File: config.mk
export PLATFORM = sky130hd
export DESIGN_NAME = rxirq_top
export DESIGN_NICKNAME = d
export VERILOG_FILES = /design/src/rtl/rxirq_pkg.sv /design/src/rtl/rxirq_ctrl.sv /design/src/rtl/rxirq_fsm.sv /design/src/rtl/rxirq_top.sv
export SDC_FILE = /design/constraint.sdc
export NUM_CORES = 1
export LEC_CHECK = 0
export ABC_CLOCK_PERIOD_IN_PS = 1300
export BUFFER_PORTS_ARGS = -buffer_cell sky130_fd_sc_hd__buf_4
export CELL_PAD_IN_SITES_DETAIL_PLACEMENT = 2
export CELL_PAD_IN_SITES_GLOBAL_PLACEMENT = 2
export CORE_ASPECT_RATIO = 1.25
export CORE_MARGIN = 5
export CORE_UTILIZATION = 13
export DETAILED_ROUTE_END_ITERATION = 16
export GPL_TIMING_DRIVEN = 0
export HOLD_SLACK_MARGIN = 0.08
export MAX_ROUTING_LAYER = met4
export PLACE_DENSITY_LB_ADDON = 0.2
export SLEW_MARGIN = 20
export SYNTH_ARGS = -nofsm -noshare
export SYNTH_HDL_FRONTEND = slang
export SYNTH_HIERARCHICAL = 1
export SYNTH_SLANG_ARGS = --single-unit
File: constraint.sdc
create_clock -name clk -period 1.3 [get_ports clk]
set_input_delay 0.13 -clock clk [delete_from_list [all_inputs] [get_ports clk]]
set_output_delay 0.13 -clock clk [all_outputs]
set_load 0.02 [all_outputs]
File: src/rtl/rxirq_pkg.sv
package rxirq_pkg;

    // Trigger-select encodings
    typedef enum logic [1:0] {
        MODE_OFF  = 2'b00,
        MODE_NE   = 2'b01,
        MODE_RSVD = 2'b10,
        MODE_FULL = 2'b11
    } rx_mode_e;

    // Request state machine
    typedef enum logic [1:0] {
        REQ_NONE    = 2'b00,
        REQ_DATA    = 2'b01,
        REQ_OVERRUN = 2'b10
    } req_state_e;

    // Status word layout
    localparam int MODE_LSB  = 12;
    localparam int MODE_W    = 2;
    localparam int NE_BIT    = 17;
    localparam int OVR_BIT   = 18;
    localparam int FULL_BIT  = 19;
    localparam int MIN_CSR_W = FULL_BIT + 1;

endpackage

File: src/rtl/rxirq_ctrl.sv
module rxirq_ctrl
    import rxirq_pkg::*;
(
    input  logic     clk,
    input  logic     rst_n,
    input  logic     sw_rst,
    input  logic     fifo_full,
    input  logic     rx_push,
    input  logic     wr_mode_en,
    input  rx_mode_e wr_mode,
    input  logic     wr_ovr_clr,
    output rx_mode_e mode_q,
    output logic     ovr_q
);

    logic ovr_event;
    assign ovr_event = rx_push & fifo_full;

    always_ff @(posedge clk or negedge rst_n) begin
        if (!rst_n) begin
            mode_q <= MODE_OFF;
        end else if (sw_rst) begin
            mode_q <= MODE_OFF;
        end else if (wr_mode_en) begin
            mode_q <= wr_mode;
        end
    end

    // Clear priority: software reset, then new overrun, then write-one-to-clear
    always_ff @(posedge clk or negedge rst_n) begin
        if (!rst_n) begin
            ovr_q <= 1'b0;
        end else if (sw_rst) begin
            ovr_q <= 1'b0;
        end else if (ovr_event) begin
            ovr_q <= 1'b1;
        end else if (wr_ovr_clr) begin
            ovr_q <= 1'b0;
        end
    end


    ovr_set_chk: assert property (@(posedge clk) disable iff (!rst_n)
        (rx_push && fifo_full && !sw_rst) |=> ovr_q);


    sw_rst_clear_chk: assert property (@(posedge clk) disable iff (!rst_n)
        sw_rst |=> (mode_q == MODE_OFF) && !ovr_q);

endmodule

File: src/rtl/rxirq_fsm.sv
module rxirq_fsm
    import rxirq_pkg::*;
(
    input  logic     clk,
    input  logic     rst_n,
    input  rx_mode_e mode_q,
    input  logic     ovr_q,
    input  logic     fifo_not_empty,
    input  logic     fifo_full,
    output logic     rx_data_req,
    output logic     rx_ovr_req
);

    req_state_e state_q, state_d;

    // Next state from the pre-edge field and overrun flag
    always_comb begin
        state_d = REQ_NONE;
        unique case (mode_q)
            MODE_OFF:  state_d = REQ_NONE;
            MODE_RSVD: state_d = REQ_NONE;
            MODE_NE: begin
                if (ovr_q)               state_d = REQ_OVERRUN;
                else if (fifo_not_empty) state_d = REQ_DATA;
                else                     state_d = REQ_NONE;
            end
            MODE_FULL: begin
                if (ovr_q)          state_d = REQ_OVERRUN;
                else if (fifo_full) state_d = REQ_DATA;
                else                state_d = REQ_NONE;
            end
            default: state_d = REQ_NONE;
        endcase
    end

    always_ff @(posedge clk or negedge rst_n) begin
        if (!rst_n) state_q <= REQ_NONE;
        else        state_q <= state_d;
    end

    always_comb begin
        rx_data_req = 1'b0;
        rx_ovr_req  = 1'b0;
        unique case (state_q)
            REQ_NONE:    ;
            REQ_DATA:    rx_data_req = 1'b1;
            REQ_OVERRUN: rx_ovr_req  = 1'b1;
            default:     ;
        endcase
    end


    no_dual_req_chk: assert property (@(posedge clk) disable iff (!rst_n)
        !(rx_data_req && rx_ovr_req));


    rsvd_silent_chk: assert property (@(posedge clk) disable iff (!rst_n)
        (mode_q == MODE_RSVD) |=> !rx_data_req && !rx_ovr_req);


    off_silent_chk: assert property (@(posedge clk) disable iff (!rst_n)
        (mode_q == MODE_OFF) |=> !rx_data_req && !rx_ovr_req);


    ovr_wins_chk: assert property (@(posedge clk) disable iff (!rst_n)
        (ovr_q && (mode_q == MODE_NE || mode_q == MODE_FULL)) |=> rx_ovr_req);

endmodule

File: src/rtl/rxirq_top.sv
module rxirq_top
    import rxirq_pkg::*;
#(
    parameter int CSR_W = 24
) (
    input  logic             clk,
    input  logic             rst_n,
    input  logic             sw_rst,
    input  logic             fifo_not_empty,
    input  logic             fifo_full,
    input  logic             rx_push,
    input  logic             csr_we,
    input  logic [CSR_W-1:0] csr_wdata,
    output logic [CSR_W-1:0] csr_rdata,
    output logic             fifo_wr,
    output logic             rx_data_req,
    output logic             rx_ovr_req
);

    rx_mode_e mode_q;
    logic     ovr_q;
    logic     unused_wbits;

    assign unused_wbits = ^csr_wdata;

    // Offered word is stored only if there is room
    assign fifo_wr = rx_push & ~fifo_full;

    rxirq_ctrl u_ctrl (
        .clk        (clk),
        .rst_n      (rst_n),
        .sw_rst     (sw_rst),
        .fifo_full  (fifo_full),
        .rx_push    (rx_push),
        .wr_mode_en (csr_we),
        .wr_mode    (rx_mode_e'(csr_wdata[MODE_LSB +: MODE_W])),
        .wr_ovr_clr (csr_we & csr_wdata[OVR_BIT]),
        .mode_q     (mode_q),
        .ovr_q      (ovr_q)
    );

    rxirq_fsm u_fsm (
        .clk            (clk),
        .rst_n          (rst_n),
        .mode_q         (mode_q),
        .ovr_q          (ovr_q),
        .fifo_not_empty (fifo_not_empty),
        .fifo_full      (fifo_full),
        .rx_data_req    (rx_data_req),
        .rx_ovr_req     (rx_ovr_req)
    );

    always_comb begin
        csr_rdata                         = '0;
        csr_rdata[MODE_LSB +: MODE_W]     = mode_q;
        csr_rdata[NE_BIT]                 = fifo_not_empty;
        csr_rdata[OVR_BIT]                = ovr_q;
        csr_rdata[FULL_BIT]               = fifo_full;
    end


    width_ok_chk: assert final (CSR_W >= MIN_CSR_W);


    reset_quiet_chk: assert property (@(posedge clk)
        !rst_n |-> !rx_data_req && !rx_ovr_req);

endmodule

### Word-level counts from Yosys, hierarchy flattened

Cells that the tools add are included.

* bits in registers: 5
* bits of input ports: 31
* output and inout bits: 27
* logic and storage cells: 28

* equality and inequality tests: 5
* muxes and demuxes: 12
* bitwise operators: 4
* reduce and logical (&&, ||, !) cells: 4

Operator list (count)
* 2-bit two-way mux: 4
* 1-bit two-way mux: 7
* 2-bit equality test (second input constant): 3
* 2-bit one-hot mux with 3 select lines: 1
* 2-bit by 1-bit equality test with 1-bit output (second input constant): 2
* 1-bit AND: 3
* 3-bit nonzero test: 1
* 2-bit zero test: 1
* 2-bit nonzero test: 1
* 2-bit OR reduction: 1
* 1-bit inverter: 1

### Depth between registers and ports, before layout

* depth after elaboration: 4
* gate-level depth with buffers: 3
* mapped depth without buffers: 3

### Modules after synthesis

Netlist, hierarchy kept.

Modules (own cells, without submodules)
* rxirq_top: times used 1, cells an instance 25, area an instance 188.9 sq um, sequential area each 0.0 sq um
* rxirq_ctrl: times used 1, cells an instance 10, area an instance 117.6 sq um, sequential area each 75.1 sq um
* rxirq_fsm: times used 1, cells an instance 7, area an instance 91.3 sq um, sequential area each 50.0 sq um

### Worst setup path after synthesis

No wires, ideal clock.

* path type: reg2reg
* from: register u_ctrl.mode_q[1]
* to: register u_fsm.state_q[0]
* library setup time: 0.123 ns
* data arrival time: 0.749 ns
* data required time: 1.177 ns
* path slack: 0.429 ns
* cell stages (with the launch flop): 3
* path buffers: 0
* period minus slack after synthesis: 0.871 ns
* path through: dfrtp_1 > mux2i_1 > nor3b_2

* cells in the longest elaborated chain, start to end: 3
* elaborated cells on any way between the ends: 6
* classes of those cells: eq/ne: 3; mux: 1; reduce/logical: 2

RTL lines
* from (decl): RTL line rxirq_ctrl.sv:12 `output rx_mode_e mode_q,`
* from (signal assigned): RTL line rxirq_ctrl.sv:25 `mode_q <= wr_mode;`
* 2-bit equality test or 2-bit zero test (tied branches): RTL line rxirq_fsm.sv:19 `unique case (mode_q)`
* 2-bit OR reduction (no line)
* 2-bit one-hot mux with 3 select lines (*): RTL line rxirq_fsm.sv:19
* via u_fsm.state_d[0]: RTL line rxirq_fsm.sv:14 `req_state_e state_q, state_d;`
* to (signal assigned): RTL line rxirq_fsm.sv:38 `else state_q <= state_d;`
* to (decl): RTL line rxirq_fsm.sv:14

Mark *: on every way through the listed nets, which the timed path passes. The rest lies on a longest branch.
A chain may end at the register's enable or synchronous reset.

### Final worst setup path

* from: register u_ctrl.ovr_q
* to: output csr_rdata[18]

RTL lines
* from (decl): RTL line rxirq_ctrl.sv:13 `output logic ovr_q`
* from (signal assigned): RTL line rxirq_ctrl.sv:32 `ovr_q <= 1'b0;`
* from (signal assigned): RTL line rxirq_ctrl.sv:34 `ovr_q <= 1'b0;`
* from (signal assigned): RTL line rxirq_ctrl.sv:36 `ovr_q <= 1'b1;`
* to (decl): RTL line rxirq_top.sv:14 `output logic [CSR_W-1:0] csr_rdata,`

No word-level cell between the ends.

==> flow_summary_export.csv <==
group,metric,value,unit
pwr,p_per_area,797.1,mW/mm²
worst_setup_path,path_class,"flop to primary output",
worst_setup_path,end_kind,"primary output",
finish,final_util,23.24,%
sta,hold_viol,0,
die,coreArea,0.002945,mm²
worst_setup_path,r2r_end,"u_fsm/state_q[0]",
worst_setup_path,crit_start,"u_ctrl/ovr_q",
sta,rsz0062_at_grt,"no",
pwr,p_seq_share,31.2,%
route,via_per_inst,2.933,
clocking,cts_root_buffer,"clkbuf_4",
sta,report.final.slew_viol_count,0,
pwr,p_leak,0.4026,nW
global_route,grt_first_pass_wirelength,1628,µm
global_route,antenna_found_initial,0,
clocking,clock_path_buffers,2,
route,drt_wl_total,1045,µm
sta,post-route-period-util,82.13,%
route,drc,0,
pwr,switchingPower,173.7,µW
global_route,overflow,0,
pwr,vdd_drop_max,0.0002332,V
logic_synthesis,yosysWarnings,6,
die,die_w,59.48,µm
worst_setup_path,rr_worst_depth,2,
placement,place.gp.congestion,0.6420,
finish,drive_gt1_share,53.01,%
pwr,pwr-share-comb,34.7,%
global_route,grt_max_degree,6,
run_status,outcome,"finished, final reports clean",
clocking,cts_setup_buffers,0,
placement,io_buffers,17,
die,die_y,71.86,µm
sta,holdWs,132.4,ps
run,drv_cap,0,
sta,timing.final.crit_period,1068,ps
worst_setup_path,crit_end,"csr_rdata[18]",
route,first_pass_iters,3,
placement,place_inst,113,
clocking,cts_sinks,5,
worst_setup_path,cp-start-kind,"flop",
worst_setup_path,cp.required,1170,ps
finish,final_cells,119,
finish,diodes,0,
worst_setup_path,rrSetupSlack,480,ps
placement,place_hpwl,915.2,µm
worst_setup_path,r2r-start,"u_ctrl/mode_q[1]",
logic_synthesis,netlist_area,397.9,µm²
pwr,switching_share,31.85,%
finish,layout.nets,115,
finish,layout_common_cells,"buf_4 (39), conb_1 (19), dfrtp_1 (5), clkbuf_4 (3), mux2i_1 (3)",
logic_synthesis,syn_inst,42,
clocking,holdBufCountCts,2,
global_route,grt_pass1_vias,410,
logic_synthesis,synth-seq-area-share,31.45,%
min_path,min_path_type,"primary input to flop",
worst_setup_path,critical_path_arrival,940,ps
clocking,cts_resized,0,
global_route,track_usage,5.310,%
route,antenna_left,0,
worst_setup_path,cp_max_fo,4,
finish,final_common_cell,"buf_4",
sta,clock.fmax,936.6,MHz
route,wl_per_cell,8.782,µm
die,start_util,13.51,%
die,row_count,22,
logic_synthesis,post_synth.cell_area_avg,9.473,µm²
pwr,clkPwrFrac,34.2,%
clocking,numCtsBuffers,3,
die,io_pins,58,
sta,setup_viol,0,
clocking,clk_latency,240,ps
logic_synthesis,synth.distinct_cells,12,
pwr,intPower,371.8,µW
logic_synthesis,ys_ff_latch,5,
route,vias,349,
die,dieArea,0.004274,mm²
clocking,clk_pin_slew,50,ps
finish,syn2layout_area_growth,72.01,%
sta,fin_skew,0.4706,ps
sta,setup_tns,0,ps
route,drt_first_iter_violations,2,
clocking,cts_tree,"done",
clocking,h-tree-depth,1,
[how the worst min path moves through the flow]
| stage | start | end | slack, ps | cells after the start |
|---|---|---|---|---|
| 2_1_floorplan | rst_n | u_ctrl/mode_q[0] | -170 | 0 |
| 4_1_cts | csr_wdata[13] | u_ctrl/mode_q[1] | 130 | 3 |
| 6_report | csr_wdata[13] | u_ctrl/mode_q[1] | 130 | 3 |
| 3_5_place_dp | rst_n | u_fsm/state_q[0] | -60 | 1 |
| 3_3_place_gp | rst_n | u_fsm/state_q[1] | -60 | 1 |
| 5_1_grt | rx_push | u_ctrl/ovr_q | 140 | 3 |
[power groups by stage]
stage | Combinational [mW] | Sequential (mW) | Clock, mW
3_5_place_dp | 0.183 | 0.172 | 0
3_3_place_gp | 0.182 | 0.172 | 0
4_1_cts | 0.188 | 0.170 | 0.195
6_report | 0.189 | 0.170 | 0.186
2_1_floorplan | 0.128 | 0.175 | 0
5_1_grt | 0.205 | 0.171 | 0.204
[cell families after synthesis]
group                  Yosys count  synth area share, %
other                            1               0.9425
buffers and inverters           22                41.51
flip-flops                       5                31.45
AND/OR/NAND/NOR                 10                17.29
AO/OA/AOI/OAI                    1                1.257
multiplexers                     3                7.547
[Yosys cell counts, drive strengths merged]
library cell | count | area, µm²
a21oi | 1 | 5.000
buf | 22 | 165.2
and2 | 2 | 12.51
conb | 1 | 3.750
dfrtp | 5 | 125.1
nand2b | 1 | 6.260
nand2 | 1 | 3.750
mux2i | 3 | 30.03
nor3b | 1 | 12.51
nor2b | 3 | 26.27
nor2 | 2 | 7.510
[routing by layer]
layer	part of all wire, %	global-route usage [%]	vias to the layer above	wire length (µm)
met4	0	3.023	0	0
li1	-	-	170	-
met5	0	-	-	0
met1	41	5.656	154	427
met2	48	7.776	25	501
met3	11	2.703	0	117
[layout make-up]
cell class	instances	area, µm²
fill	362	2261
clock buffer	4	26.28
tap	36	45.04
timing repair buffer	19	147.6
multi-input combinational	33	175.2
buffer	22	165.2
sequential	5	125.1
[per-stage QoR]
| stage | setup WS, ps | power (mW) | instance area [µm²] |
|---|---|---|---|
| 2_1_floorplan | 428.7 | 0.3026 | 465.4 |
| 3_3_place_gp | 471.3 | 0.3545 | 638.1 |
| 3_5_place_dp | 475.0 | 0.3550 | 638.1 |
| 4_1_cts | 214.8 | 0.5528 | 684.4 |
| 5_1_grt | 193.9 | 0.5799 | 684.4 |
| 6_report | 232.3 | 0.5456 | 684.4 |
[registers in the layout, indices dropped and copies added (netlist names)]
name,count
u_ctrl/ovr_q,1
u_ctrl/mode_q,2
u_fsm/state_q,2
[worst max-delay path, stage by stage, from the launching register on]
cell     delay, ps
dfrtp_1        410
buf_4          140
buf_4          140
Power figures use the tool's default switching activity.
